File: src/rtl/flash_wsm_pkg.sv
package flash_wsm_pkg;
   typedef enum logic [1:0] {
      ST_IDLE   = 2'd0,
      ST_RUN    = 2'd1,
      ST_VERIFY = 2'd2,
      ST_SUSP   = 2'd3
   } wsm_state_t;

   typedef enum logic {
      OP_PROG  = 1'b0,
      OP_ERASE = 1'b1
   } wsm_op_t;
endpackage

File: src/rtl/wsm_lock_check.sv
module wsm_lock_check #(
   parameter int NUM_BLOCKS = 8,
   parameter int BLK_W      = 3
) (
   input  logic [BLK_W-1:0] blk_idx,
   input  logic             wp_n,
   input  logic             boot_top,
   output logic             locked
);
   localparam logic [BLK_W-1:0] TOP_FIRST = BLK_W'(NUM_BLOCKS - 2);
   localparam logic [BLK_W-1:0] BOT_LAST  = BLK_W'(1);

   logic in_boot;
   always_comb begin
      if (boot_top) in_boot = (blk_idx >= TOP_FIRST);
      else          in_boot = (blk_idx <= BOT_LAST);
   end
   assign locked = !wp_n && in_boot;
endmodule

File: src/rtl/wsm_pulse_timer.sv
module wsm_pulse_timer #(
   parameter int PULSE_CYC  = 4,
   parameter int MAX_PULSES = 3
) (
   input  logic clk,
   input  logic rst_n,
   input  logic restart,
   input  logic tick,
   input  logic next_pulse,
   output logic pulse_end,
   output logic last_pulse
);
   localparam int CYC_W = (PULSE_CYC > 1) ? $clog2(PULSE_CYC) : 1;
   localparam int PLS_W = (MAX_PULSES > 1) ? $clog2(MAX_PULSES) : 1;
   localparam logic [CYC_W-1:0] CYC_LAST = CYC_W'(PULSE_CYC - 1);

   logic [CYC_W-1:0] cyc_q;

   always_ff @(posedge clk) begin
      if (!rst_n)                   cyc_q <= '0;
      else if (restart || next_pulse) cyc_q <= '0;
      else if (tick && !pulse_end)  cyc_q <= cyc_q + 1'b1;
   end
   assign pulse_end = (cyc_q == CYC_LAST);

   generate
      if (MAX_PULSES > 1) begin : g_multi
         localparam logic [PLS_W-1:0] PLS_LAST = PLS_W'(MAX_PULSES - 1);
         logic [PLS_W-1:0] pls_q;
         always_ff @(posedge clk) begin
            if (!rst_n)          pls_q <= '0;
            else if (restart)    pls_q <= '0;
            else if (next_pulse) pls_q <= pls_q + 1'b1;
         end
         assign last_pulse = (pls_q == PLS_LAST);
      end else begin : g_single
         assign last_pulse = 1'b1;
      end
   endgenerate
endmodule

File: src/rtl/wsm_sequencer.sv
module wsm_sequencer
   import flash_wsm_pkg::*;
(
   input  logic       clk,
   input  logic       rst_n,
   input  logic       cmd_program,
   input  logic       cmd_erase,
   input  logic       cmd_suspend,
   input  logic       cmd_resume,
   input  logic       cmd_clear,
   input  logic       locked,
   input  logic       vpp_ok,
   input  logic       verify_fail,
   input  logic       pulse_end,
   input  logic       last_pulse,
   output wsm_state_t state,
   output wsm_op_t    op,
   output logic       restart,
   output logic       tick,
   output logic       next_pulse,
   output logic       clr_err,
   output logic       set_erase_err,
   output logic       set_prog_err,
   output logic       set_vpp_err,
   output logic       set_lock_err
);
   wsm_state_t state_q, state_d;
   wsm_op_t    op_q, op_d;

   always_comb begin
      state_d       = state_q;
      op_d          = op_q;
      restart       = 1'b0;
      tick          = 1'b0;
      next_pulse    = 1'b0;
      clr_err       = 1'b0;
      set_erase_err = 1'b0;
      set_prog_err  = 1'b0;
      set_vpp_err   = 1'b0;
      set_lock_err  = 1'b0;
      unique case (state_q)
         ST_IDLE: begin
            if (cmd_clear) begin
               clr_err = 1'b1;
            end else if (cmd_program && cmd_erase) begin
               set_erase_err = 1'b1;
               set_prog_err  = 1'b1;
            end else if (cmd_program || cmd_erase) begin
               if (locked)        set_lock_err = 1'b1;
               else if (!vpp_ok)  set_vpp_err  = 1'b1;
               else begin
                  restart = 1'b1;
                  state_d = ST_RUN;
                  op_d    = cmd_erase ? OP_ERASE : OP_PROG;
               end
            end
         end
         ST_RUN: begin
            if (cmd_suspend) state_d = ST_SUSP;
            else begin
               tick = 1'b1;
               if (pulse_end) state_d = ST_VERIFY;
            end
         end
         ST_VERIFY: begin
            state_d = ST_IDLE;
            if (!vpp_ok) set_vpp_err = 1'b1;
            else if (verify_fail) begin
               if (op_q == OP_ERASE && !last_pulse) begin
                  next_pulse = 1'b1;
                  state_d    = ST_RUN;
               end else if (op_q == OP_ERASE) set_erase_err = 1'b1;
               else                           set_prog_err  = 1'b1;
            end
         end
         ST_SUSP: begin
            clr_err = cmd_clear;
            if (cmd_resume) state_d = ST_RUN;
         end
         default: state_d = ST_IDLE;
      endcase
   end

   always_ff @(posedge clk) begin
      if (!rst_n) begin
         state_q <= ST_IDLE;
         op_q    <= OP_PROG;
      end else begin
         state_q <= state_d;
         op_q    <= op_d;
      end
   end

   assign state = state_q;
   assign op    = op_q;
endmodule

File: src/rtl/flash_wsm_status.sv
module flash_wsm_status
   import flash_wsm_pkg::*;
#(
   parameter int NUM_BLOCKS = 8,
   parameter int PULSE_CYC  = 4,
   parameter int MAX_PULSES = 3,
   parameter int BLK_W      = $clog2(NUM_BLOCKS)
) (
   input  logic             clk,
   input  logic             rst_n,
   input  logic             cmd_program,
   input  logic             cmd_erase,
   input  logic             cmd_suspend,
   input  logic             cmd_resume,
   input  logic             cmd_clear,
   input  logic [BLK_W-1:0] blk_idx,
   input  logic             wp_n,
   input  logic             boot_top,
   input  logic             vpp_ok,
   input  logic             verify_fail,
   output logic [7:0]       status
);
   generate
      if (NUM_BLOCKS < 4)              begin : g_bad_blocks $error("NUM_BLOCKS must be at least 4"); end
      if ((1 << BLK_W) < NUM_BLOCKS)   begin : g_bad_width  $error("BLK_W too narrow for NUM_BLOCKS"); end
      if (PULSE_CYC < 1)               begin : g_bad_pulse  $error("PULSE_CYC must be positive"); end
      if (MAX_PULSES < 1)              begin : g_bad_max    $error("MAX_PULSES must be positive"); end
   endgenerate

   logic       locked, pulse_end, last_pulse, restart, tick, next_pulse;
   logic       clr_err, set_erase_err, set_prog_err, set_vpp_err, set_lock_err;
   wsm_state_t state;
   wsm_op_t    op;

   wsm_lock_check #(.NUM_BLOCKS(NUM_BLOCKS), .BLK_W(BLK_W)) u_lock (
      .blk_idx (blk_idx),
      .wp_n    (wp_n),
      .boot_top(boot_top),
      .locked  (locked)
   );

   wsm_pulse_timer #(.PULSE_CYC(PULSE_CYC), .MAX_PULSES(MAX_PULSES)) u_timer (
      .clk       (clk),
      .rst_n     (rst_n),
      .restart   (restart),
      .tick      (tick),
      .next_pulse(next_pulse),
      .pulse_end (pulse_end),
      .last_pulse(last_pulse)
   );

   wsm_sequencer u_seq (
      .clk          (clk),
      .rst_n        (rst_n),
      .cmd_program  (cmd_program),
      .cmd_erase    (cmd_erase),
      .cmd_suspend  (cmd_suspend),
      .cmd_resume   (cmd_resume),
      .cmd_clear    (cmd_clear),
      .locked       (locked),
      .vpp_ok       (vpp_ok),
      .verify_fail  (verify_fail),
      .pulse_end    (pulse_end),
      .last_pulse   (last_pulse),
      .state        (state),
      .op           (op),
      .restart      (restart),
      .tick         (tick),
      .next_pulse   (next_pulse),
      .clr_err      (clr_err),
      .set_erase_err(set_erase_err),
      .set_prog_err (set_prog_err),
      .set_vpp_err  (set_vpp_err),
      .set_lock_err (set_lock_err)
   );

   // sticky failure flags: erase, program, voltage, lock
   logic [3:0] err_q;
   always_ff @(posedge clk) begin
      if (!rst_n)       err_q <= '0;
      else if (clr_err) err_q <= '0;
      else              err_q <= err_q | {set_erase_err, set_prog_err, set_vpp_err, set_lock_err};
   end

   logic ready, halted;
   assign ready  = (state == ST_IDLE) || (state == ST_SUSP);
   assign halted = (state == ST_SUSP);

   assign status = {ready,
                    halted && (op == OP_ERASE),
                    err_q[3], err_q[2], err_q[1],
                    halted && (op == OP_PROG),
                    err_q[0],
                    1'b0};
endmodule

File: config.mk
export PLATFORM = sky130hd
export DESIGN_NAME = flash_wsm_status
export DESIGN_NICKNAME = d
export VERILOG_FILES = /design/src/rtl/flash_wsm_pkg.sv /design/src/rtl/wsm_lock_check.sv /design/src/rtl/wsm_pulse_timer.sv /design/src/rtl/wsm_sequencer.sv /design/src/rtl/flash_wsm_status.sv
export SDC_FILE = /design/constraint.sdc
export NUM_CORES = 1
export LEC_CHECK = 0
export BUFFER_PORTS_ARGS = -buffer_cell sky130_fd_sc_hd__buf_4
export CAP_MARGIN = 20
export CORE_MARGIN = 10
export CORE_UTILIZATION = 40
export CTS_CLUSTER_SIZE = 24
export DETAILED_ROUTE_END_ITERATION = 8
export PLACE_DENSITY = 0.65
export SKIP_CTS_REPAIR_TIMING = 1
export SYNTH_ARGS = -nofsm -noshare
export SYNTH_HDL_FRONTEND = slang
export SYNTH_HIERARCHICAL = 1
export SYNTH_SLANG_ARGS = --single-unit
File: constraint.sdc
create_clock -name clk -period 2.6 [get_ports clk]
set_input_delay 0.13 -clock clk [delete_from_list [all_inputs] [get_ports clk]]
set_output_delay 0.13 -clock clk [all_outputs]
set_load 0.005 [all_outputs]
==> run summary, run 1 <==
Setup Skew -> 0.00103 ns
1st-iter DRT viols -> 7
Number of fill cells in the layout -> 156
Core Footprint -> 1580 sq um
Fraction of layout cells with a size suffix above 1 -> 29.0%
First-pass GRT wire length -> 2370 um
Yosys top cell area share -> 31.8%
DRC viols -> 0
Psw -> 0.192 mW
DP Cell Count -> 112
Syn Area/Cell -> 8.77 sq um
Grt ovf -> 0
Fin cells -> 116
Port bufs -> 19
# IOs -> 22
CTS Buf Count -> 3
Final max-slew violation count -> 0
CP endpoint kind -> flip-flop
Period utilisation layout -> 59.5%
Fraction of synthesis flops using an asynchronous set or reset pin -> 0%
Max Cap Viol -> 0
Hold Violations, Final -> 0
Hold depth -> 3
Status -> completed
Die Span Y -> 61.6 um
Number of synthesized flops with an enable pin -> 0
Power Density -> 642 nW/um^2
RR Endpoint -> u_seq/state[0]
Largest net degree at the start of global routing -> 8
Leakage power -> 0.377 nW
Hpwl dp -> 1210 um
Initial core utilization -> 44.0%
RSZ-0062 raised after global routing -> no
Clk root buf -> clkbuf_4
Final #Nets -> 122
Synth Instances -> 79
Crit path launch type -> flip-flop
Achievable Freq -> 647 MHz
Initial antenna violation count -> 0
Setup TNS Final -> 0 ns
CTS tree -> built
Post-synth cell types -> 30
Reg-to-Reg Start -> u_seq/state[1]
Post-synth net total -> 100
P&R area growth vs syn -> 25.3%
Synth Warn # -> 6
Flop pwr share -> 37.6%
Pre-antenna DRT Iters -> 4
Slowest cell delay on critical path -> 0.42 ns
Worst-path clk slew -> 0.07 ns
Ys flop type -> dfxtp_1
Rows -> 14
Slowest-stage cell, CP -> dfxtp_1
WP data required -> 2.76 ns
CTS Buffer Depth -> 2
Min-delay src -> cmd_erase
Crit-path max FO -> 5
Vias -> 581
Die Width -> 61.6 um
Gate power share -> 41.4%
Flops & latches, synth -> 11
Top cells by count, synth -> nor2_1 (13), dfxtp_1 (11), ha_1 (7), inv_1 (7), nor2b_1 (4)
Worst-Skew Late Latency -> 0.27 ns
Total GRT Usage -> 8.32%
# diodes -> 0
Clock share of power -> 21.0%
Worst VDD drop -> 387 uV
Min cycle time layout -> 1.55 ns
H-tree depth -> 1
Post-route ant nets -> 0
Placer Congestion -> 0.717
Count leader, synth -> nor2_1
Reg2reg path depth -> 5
Sw frac -> 34.4%
Finished Core Util -> 55.1%
WL final -> 1420 um
Setup Viol. Count Final -> 0
Power Internal -> 0.366 mW
Drt wl/cell -> 12.3 um
Vias in the first global route -> 562
Vias per Instance -> 5.01
Register-to-register setup slack -> 1.05 ns
Syn Std Cell Area -> 693 sq um
Endpoint, Worst Hold -> u_seq/op
Hold Path Class -> input pin to flip-flop
Critical Path, Cell by Cell -> inv_1 -> ha_1 -> nor2b_1 -> a22o_1 -> o311a_1
Synth area leaders -> dfxtp_1 (32%), ha_1 (13%), nor2_1 (7.0%), nor3_2 (4.3%), nand2b_4 (4.0%)
Clock net sink count -> 11
Die Area -> 3800 sq um
Crit path kind -> flip-flop to flip-flop
Worst endpoint data arrival time -> 1.71 ns
Sequential area share after synthesis -> 31.8%
Largest area contributor in the netlist -> dfxtp_1
==> registers in the layout, indices dropped and copies added (netlist names) <==
register               count
u_timer/g_multi.pls_q      2
u_seq/op                   1
u_seq/state                2
err_q                      4
u_timer/cyc_q              2
==> power by group through the flow <==
stage | combinational [mW] | clock, mW | sequential, mW
2_1_floorplan | 0.175 | 0 | 0.210
3_3_place_gp | 0.227 | 0 | 0.213
3_5_place_dp | 0.231 | 0 | 0.214
4_1_cts | 0.234 | 0.124 | 0.210
5_1_grt | 0.264 | 0.134 | 0.214
6_report | 0.231 | 0.117 | 0.210
==> how the worst max path moves through the flow <==
stage	from	to	cells past startpoint
after floorplan	u_seq/state[1]	u_seq/state[0]	5
after detailed placement	u_seq/state[1]	u_seq/state[0]	5
after CTS	u_seq/state[1]	u_seq/state[0]	5
final	u_seq/state[1]	u_seq/state[0]	5
after global placement	u_seq/state[1]	u_seq/state[0]	5
after global routing	u_seq/state[0]	u_timer/g_multi.pls_q[0]	6
==> cell usage in the layout, fill, tap and decap left out, types with 2 or more instances in the layout <==
master | synthesis | routed
nand2b_4 | 2 | 2
nand3_1 | 2 | 2
mux2i_1 | 2 | 2
buf_4 | 2 | 19
xnor2_1 | 3 | 3
nor2_1 | 13 | 13
nor3_2 | 3 | 3
nand2_1 | 2 | 2
nor2b_1 | 4 | 4
o211ai_1 | 2 | 2
o21ai_0 | 3 | 3
ha_1 | 7 | 7
dfxtp_1 | 11 | 11
inv_1 | 7 | 7
clkbuf_4 | 0 | 3
==> final cells by class <==
type	count	area [sq um]	share of cell area [%]
Timing Repair Buffer	19	143	16.4
Sequential cell	11	220	25.4
Tap cell	16	20.0	2.31
Clock inverter	1	5.00	0.576
Inverter	7	26.3	3.03
Clock buffer	3	22.5	2.59
Multi-Input combinational cell	59	432	49.7
==> critical path, delay by kind of cell (launching register included) <==
kind / cells / cell delay, ns
flip-flops: 1 / 0.42
buffers and inverters: 1 / 0.09
AND/OR/NAND/NOR: 1 / 0.14
adder cells (fa/ha/maj): 1 / 0.21
AO/OA/AOI/OAI: 2 / 0.58
==> metal layers <==
metal / up-vias / global-route usage [%] / wire (um)
li1: 311 / - / -
met1: 251 / 8.93 / 611
met2: 17 / 13.9 / 688
met3: 2 / 4.12 / 112
met4: 0 / 2.87 / 10
met5: - / 0 / 0
==> cells by family (layout without fill, tap and decap cells) <==
kind of cell | after synthesis | after routing | share of synthesized area, %
and+or+nand+nor | 35 | 35 | 31.2
muxes | 2 | 2 | 2.89
buffers and inverters | 9 | 30 | 5.96
other | 1 | 1 | 0.541
DFF | 11 | 11 | 31.8
adders and majority gates | 7 | 7 | 12.6
xor gates and xnor gates | 3 | 3 | 3.79
AOI/OAI and AO/OA | 11 | 11 | 11.2
==> per-stage QoR <==
stage	area [sq um]	setup slack, ns	hold slack (ns)	power [mW]
finish	868	1.05	0.156	0.557
global route	868	0.945	0.135	0.611
CTS	868	1.05	0.148	0.568
detailed placement	841	1.07	0.432	0.445
global placement	841	1.08	0.420	0.440
floorplan	693	1.17	0.258	0.384
Note: power is estimated with default switching activity, not from simulation.
==> inputs of run 2 (changes only) <==
PLACE_DENSITY = 0.68   (was 0.65)
clock period = 1.2 ns   (was 2.6 ns; I/O delays follow)
==> run 2 against run 1 <==
Effect of this change: the run now ends with negative setup slack left; routed wire length rose by 16%; clock power grew 120%; combinational power increased to 3.2 times the previous value; first-iteration DRC count up 100%; largest power group unchanged; fmax up 14%; register-to-register slack worse by 1.2 ns; global-route usage is 0.55 points higher.
==> run summary, run 2 (synthesis gave the netlist of run 1 again) <==
Period utilisation layout -> 113%
Achievable Freq -> 735 MHz
Gate power share -> 50.4%
Power Internal -> 0.964 mW
Setup Skew -> 0.00121 ns
Clk root buf -> clkbuf_4
Clock share of power -> 17.5%
Die Width -> 61.6 um
Crit-path max FO -> 4
Leakage power -> 0.434 nW
Psw -> 0.516 mW
CP endpoint kind -> flip-flop
Slowest-stage cell, CP -> dfxtp_4
Hold Violations, Final -> 0
Pwr Total -> 1.48 mW
DRC viols -> 0
Hpwl dp -> 1290 um
Total GRT Usage -> 8.87%
Max reg flops -> 4
Crit path kind -> flip-flop to flip-flop
Number of fill cells in the layout -> 134
Pre-antenna DRT Iters -> 4
Dpl ws -> -0.227 ns
Port bufs -> 19
Worst VDD drop -> 896 uV
Worst-Skew Late Latency -> 0.27 ns
WL final -> 1650 um
Die Span Y -> 61.6 um
1st-iter DRT viols -> 14
Final max-slew violation count -> 0
H-tree depth -> 1
Power Density -> 1420 nW/um^2
Commonest non-fill, non-tap cell in the layout -> buf_4
Post-route ant nets -> 0
Sw frac -> 34.8%
Reg2reg path depth -> 6
Slowest cell delay on critical path -> 0.36 ns
Crit path from -> u_seq/state[0]
Setup Viol. Count Final -> 12
Violations in the final reports -> negative setup slack
Final #Nets -> 129
Initial antenna violation count -> 0
Commonest non-fill, non-tap cells in the layout -> buf_4 (23), nor2_1 (12), dfxtp_1 (9)
Vias -> 606
First-pass GRT wire length -> 2570 um
Flop pwr share -> 32.1%
Min cycle time layout -> 1.36 ns
Clock net sink count -> 11
Critical Path, Cell by Cell -> buf_12 -> ha_4 -> nor2b_4 -> a22o_1 -> o21ai_0 -> o311a_1
Vias per Instance -> 4.93
Hold Path Class -> input pin to flip-flop
Placer Congestion -> 0.740
Die Area -> 3800 sq um
P&R area growth vs syn -> 50.2%
Hold slack final -> 0.0729 ns
DP Cell Count -> 117
Slack of the critical path -> -0.160 ns
CTS tree -> built
Worst-path clk slew -> 0.08 ns
Core Footprint -> 1580 sq um
Max Cap Viol -> 0
Fraction of layout cells with a size suffix above 1 -> 48.6%
# IOs -> 22
Rows -> 14
Worst endpoint data arrival time -> 1.57 ns
Worst slew pin tran -> 0.572 ns
WP data required -> 1.41 ns
RR Endpoint -> u_seq/state[0]
Rel. slew slack -> 61.6%
Initial core utilization -> 44.0%
Status -> complete, but fails checks
Largest net degree at the start of global routing -> 8
Finished Core Util -> 66.0%
# diodes -> 0
Grt ovf -> 0
Crit path launch type -> flip-flop
Reg-to-Reg Start -> u_seq/state[0]
CP endpoint -> u_seq/state[0]
Reg with most FFs -> err_q
CTS Buffer Depth -> 2
RSZ-0062 raised after global routing -> yes
Register-to-register setup slack -> -0.16 ns
CTS Buf Count -> 3
Drt wl/cell -> 13.4 um
Fin cells -> 123
Vias in the first global route -> 616
## run 2: worst min-delay path by stage
stage | start | endpoint | slack [ns] | depth (start not counted)
2_1_floorplan | rst_n | u_seq/state[0] | 0.18 | 1
3_3_place_gp | rst_n | u_seq/state[0] | 0.35 | 2
3_5_place_dp | rst_n | u_seq/state[0] | 0.36 | 2
4_1_cts | rst_n | u_seq/state[0] | 0.06 | 2
5_1_grt | rst_n | u_seq/state[0] | 0.06 | 2
6_report | rst_n | u_seq/state[0] | 0.07 | 2
## run 2: metal layers
metal,track usage [%],part of all wire (%),wire length [um],vias up
met4,4.78,1.2,20,0
met1,10.0,42,689,264
li1,-,-,-,321
met3,3.29,5.0,83,4
met2,14.2,52,852,17
met5,0,0,0,-
## run 2: final cells by class
type / instances / area [sq um] / share of cell area, %
multi-input cells: 59 / 524 / 50.4
flip-flops and latches: 11 / 228 / 21.9
repair buffers: 26 / 215 / 20.7
inverters: 7 / 26.3 / 2.52
clock buffers: 3 / 22.5 / 2.16
well taps: 16 / 20.0 / 1.92
clock inverters: 1 / 5.00 / 0.481
## run 2: critical path: cells and delay by family (launching register included)
family	cells	cell delay [ns]
flip-flops	1	0.36
AND/OR/NAND/NOR	1	0.12
AO/OA/AOI/OAI	3	0.55
adder cells (fa/ha/maj)	1	0.15
buffers and inverters	1	0.12
## run 2: stage by stage
step           instance area (sq um)  TNS, ns
6_report                        1040    -1.49
5_1_grt                         1040    -2.41
4_1_cts                          940   -0.816
3_5_place_dp                     912    -1.04
3_3_place_gp                     912   -0.841
2_1_floorplan                    727   -0.126
## run 2: power by group through the flow
stage | clock network, mW | logic [mW] | registers (mW)
finish | 0.259 | 0.746 | 0.475
global route | 0.289 | 0.815 | 0.482
CTS | 0.271 | 0.560 | 0.476
detailed placement | 0 | 0.556 | 0.483
global placement | 0 | 0.553 | 0.480
floorplan | 0 | 0.407 | 0.476
==> inputs of run 3 (changes only) <==
SKIP_CTS_REPAIR_TIMING = default   (was 1)
SYNTH_HIERARCHICAL = default   (was 1)
==> run 3 against run 2 <==
Effect of this change: the run still ends with negative setup slack left; first-iteration DRC count fell by 50%; cell count rose by 4.1%; global-route usage rose by 1.4 points; largest cell class unchanged.
==> run summary, run 3 <==
Status -> complete, but fails checks
Violations in the final reports -> negative setup slack
Synth Instances -> 76
Vias in the first global route -> 637
Post-route ant nets -> 0
Crit path kind -> flip-flop to flip-flop
Dpl ws -> -0.164 ns
Achievable Freq -> 749 MHz
Crit path launch type -> flip-flop
Max Cap Viol -> 0
DR WL met2 -> 929 um
Slack of the critical path -> -0.136 ns
Leakage power -> 0.499 nW
Period utilisation layout -> 111%
DRT met1 WL -> 750 um
Hold Violations, Final -> 0
Slowest cell delay on critical path -> 0.40 ns
Fraction of synthesis flops using an asynchronous set or reset pin -> 0%
Clk root buf -> clkbuf_4
Hold slack final -> 0.0806 ns
Power Density -> 1520 nW/um^2
Post-DP Area -> 995 sq um
Placer Congestion -> 0.731
Reg with most FFs -> err_q
Slowest-stage cell, CP -> dfxtp_4
Commonest non-fill, non-tap cells in the layout -> buf_4 (28), dfxtp_1 (9), nor2_1 (7)
Vias per Instance -> 5.10
Worst-Skew Late Latency -> 0.28 ns
Largest net degree at the start of global routing -> 7
1st-iter DRT viols -> 7
Flops & latches, synth -> 11
Top cells by count, synth -> dfxtp_1 (11), inv_1 (10), ha_1 (7), nor2_1 (7), nand2_1 (4)
Setup Viol. Count Final -> 10
Finished Core Util -> 70.9%
DRC viols -> 0
Hold Path Class -> input pin to flip-flop
Number of synthesized flops with an enable pin -> 0
Post-synth cell types -> 34
Syn Area/Cell -> 9.01 sq um
Final #Nets -> 134
Port bufs -> 19
Rows -> 14
RR Endpoint -> u_seq.state[0]
Synth Warn # -> 0
Reg-to-Reg Start -> u_seq.state[0]
Commonest non-fill, non-tap cell in the layout -> buf_4
DP Cell Count -> 122
Fin cells -> 128
Fraction of layout cells with a size suffix above 1 -> 56.3%
Drt wl/cell -> 14.1 um
WL final -> 1810 um
WP data required -> 1.37 ns
# IOs -> 22
Top Metal Used -> met4
Critical Path, Cell by Cell -> inv_4 -> ha_2 -> nand4_1 -> o211ai_1 -> a211o_1 -> o211a_1
Worst-path clk slew -> 0.07 ns
CTS Buf Count -> 3
Final max-slew violation count -> 0
Initial antenna violation count -> 0
Ys flop type -> dfxtp_1
CTS tree -> built
Core Footprint -> 1560 sq um
Endpoint, Worst Hold -> u_seq.state[1]
WP buf/inv -> 1
# diodes -> 0
Syn Std Cell Area -> 684 sq um
Worst VDD drop -> 1230 uV
Initial core utilization -> 43.9%
Vias -> 653
Cell family with most CP delay -> compound AO/OA/AOI/OAI gates
Count leader, synth -> dfxtp_1
Register-to-register setup slack -> -0.14 ns
CTS Buffer Depth -> 2
Yosys top cell area share -> 32.2%
Crit-path max FO -> 4
Min-delay src -> rst_n
Largest area contributor in the netlist -> dfxtp_1
Grt ovf -> 0
CP endpoint kind -> flip-flop
Max reg flops -> 4
Die Area -> 3770 sq um
First-pass GRT wire length -> 2820 um
Worst endpoint data arrival time -> 1.50 ns
Die Span Y -> 61.4 um
P&R area growth vs syn -> 61.6%
Setup Skew -> 0.00687 ns
Post-synth net total -> 97
Die Width -> 61.4 um
RSZ-0062 raised after global routing -> yes
Cts hold-fix bufs -> 0
Met3 wire len -> 113 um
Hold depth -> 3
H-tree depth -> 1
Hpwl dp -> 1430 um
Min cycle time layout -> 1.34 ns
Sequential area share after synthesis -> 32.2%
Total GRT Usage -> 10.2%
Crit path from -> u_seq.state[0]
Synth area leaders -> dfxtp_1 (32%), ha_1 (13%), inv_1 (5.5%), nor2_1 (3.8%), nand4_4 (3.1%)
Design Area, Final -> 1110 sq um
Pre-antenna DRT Iters -> 4
Clock net sink count -> 11
Reg2reg path depth -> 6
==> run 3: cell count changes after synthesis, moves of 2 or more <==
cell	before	now
inv_1	7	10
nand2_1	2	4
nand2b_4	2	0
nand3_1	2	0
nor2_1	13	7
nor3_2	3	0
==> run 3: worst max-delay path by stage <==
stage | endpoint | slack (ns) | cells past startpoint
floorplan | u_seq.state[1] | -0.09 | 6
global placement | u_seq.state[1] | -0.17 | 6
detailed placement | u_seq.state[1] | -0.16 | 6
CTS | u_seq.state[0] | -0.13 | 6
global route | u_seq.state[0] | -0.19 | 6
finish | u_seq.state[0] | -0.14 | 6
==> run 3: cells by family after synthesis <==
group	after synthesis	synth area share, %
XOR/XNOR	3	4.94
multiplexers	2	2.93
flip-flops	11	32.2
buffers and inverters	12	7.68
other	1	0.548
AND/OR/NAND/NOR	25	22.1
adder cells (fa/ha/maj)	7	12.8
AO/OA/AOI/OAI	15	16.8
==> run 3: final cells by class <==
cell class	instances	area (sq um)
Sequential cell	11	228
Tap cell	16	20.0
Clock buffer	4	26.3
Timing Repair Buffer	34	278
Fill cell	122	453
Multi-Input combinational cell	53	512
Inverter	10	42.5
==> run 3: report_power, final <==
part           switching (mW)  internal, mW  total [mW]
clock network           0.132         0.129       0.261
registers              0.0707         0.428       0.499
logic                   0.374         0.549       0.923
total                   0.577          1.11        1.68
==> run 3: worst register-to-register path, cell delays in order (launching register included) <==
cell      delay [ns]
dfxtp_4         0.40
inv_4           0.06
ha_2            0.20
nand4_1         0.10
o211ai_1        0.10
a211o_1         0.28
o211a_1         0.11
==> run 3: through the flow <==
stage               power (mW)  setup TNS (ns)
finish                    1.68          -0.879
global route              1.79           -1.48
CTS                       1.64          -0.878
detailed placement        1.26          -0.664
global placement          1.25          -0.432
floorplan                0.946          -0.295
==> run 3: per-layer routing <==
metal  GRT usage (%)  up-vias
met1            10.1      304
met5               0        -
met3            4.73        2
met2            18.8       15
li1                -      332
met4            2.87        0
==> run 3: repair_timing <==
item | in CTS | in global routing
pin swaps | 5 | 2
hold endpoints to repair | 0 | 0
resized for setup | 16 | 4
endpoints found under the setup margin | 13 | 14
setup buffers | 1 | 1
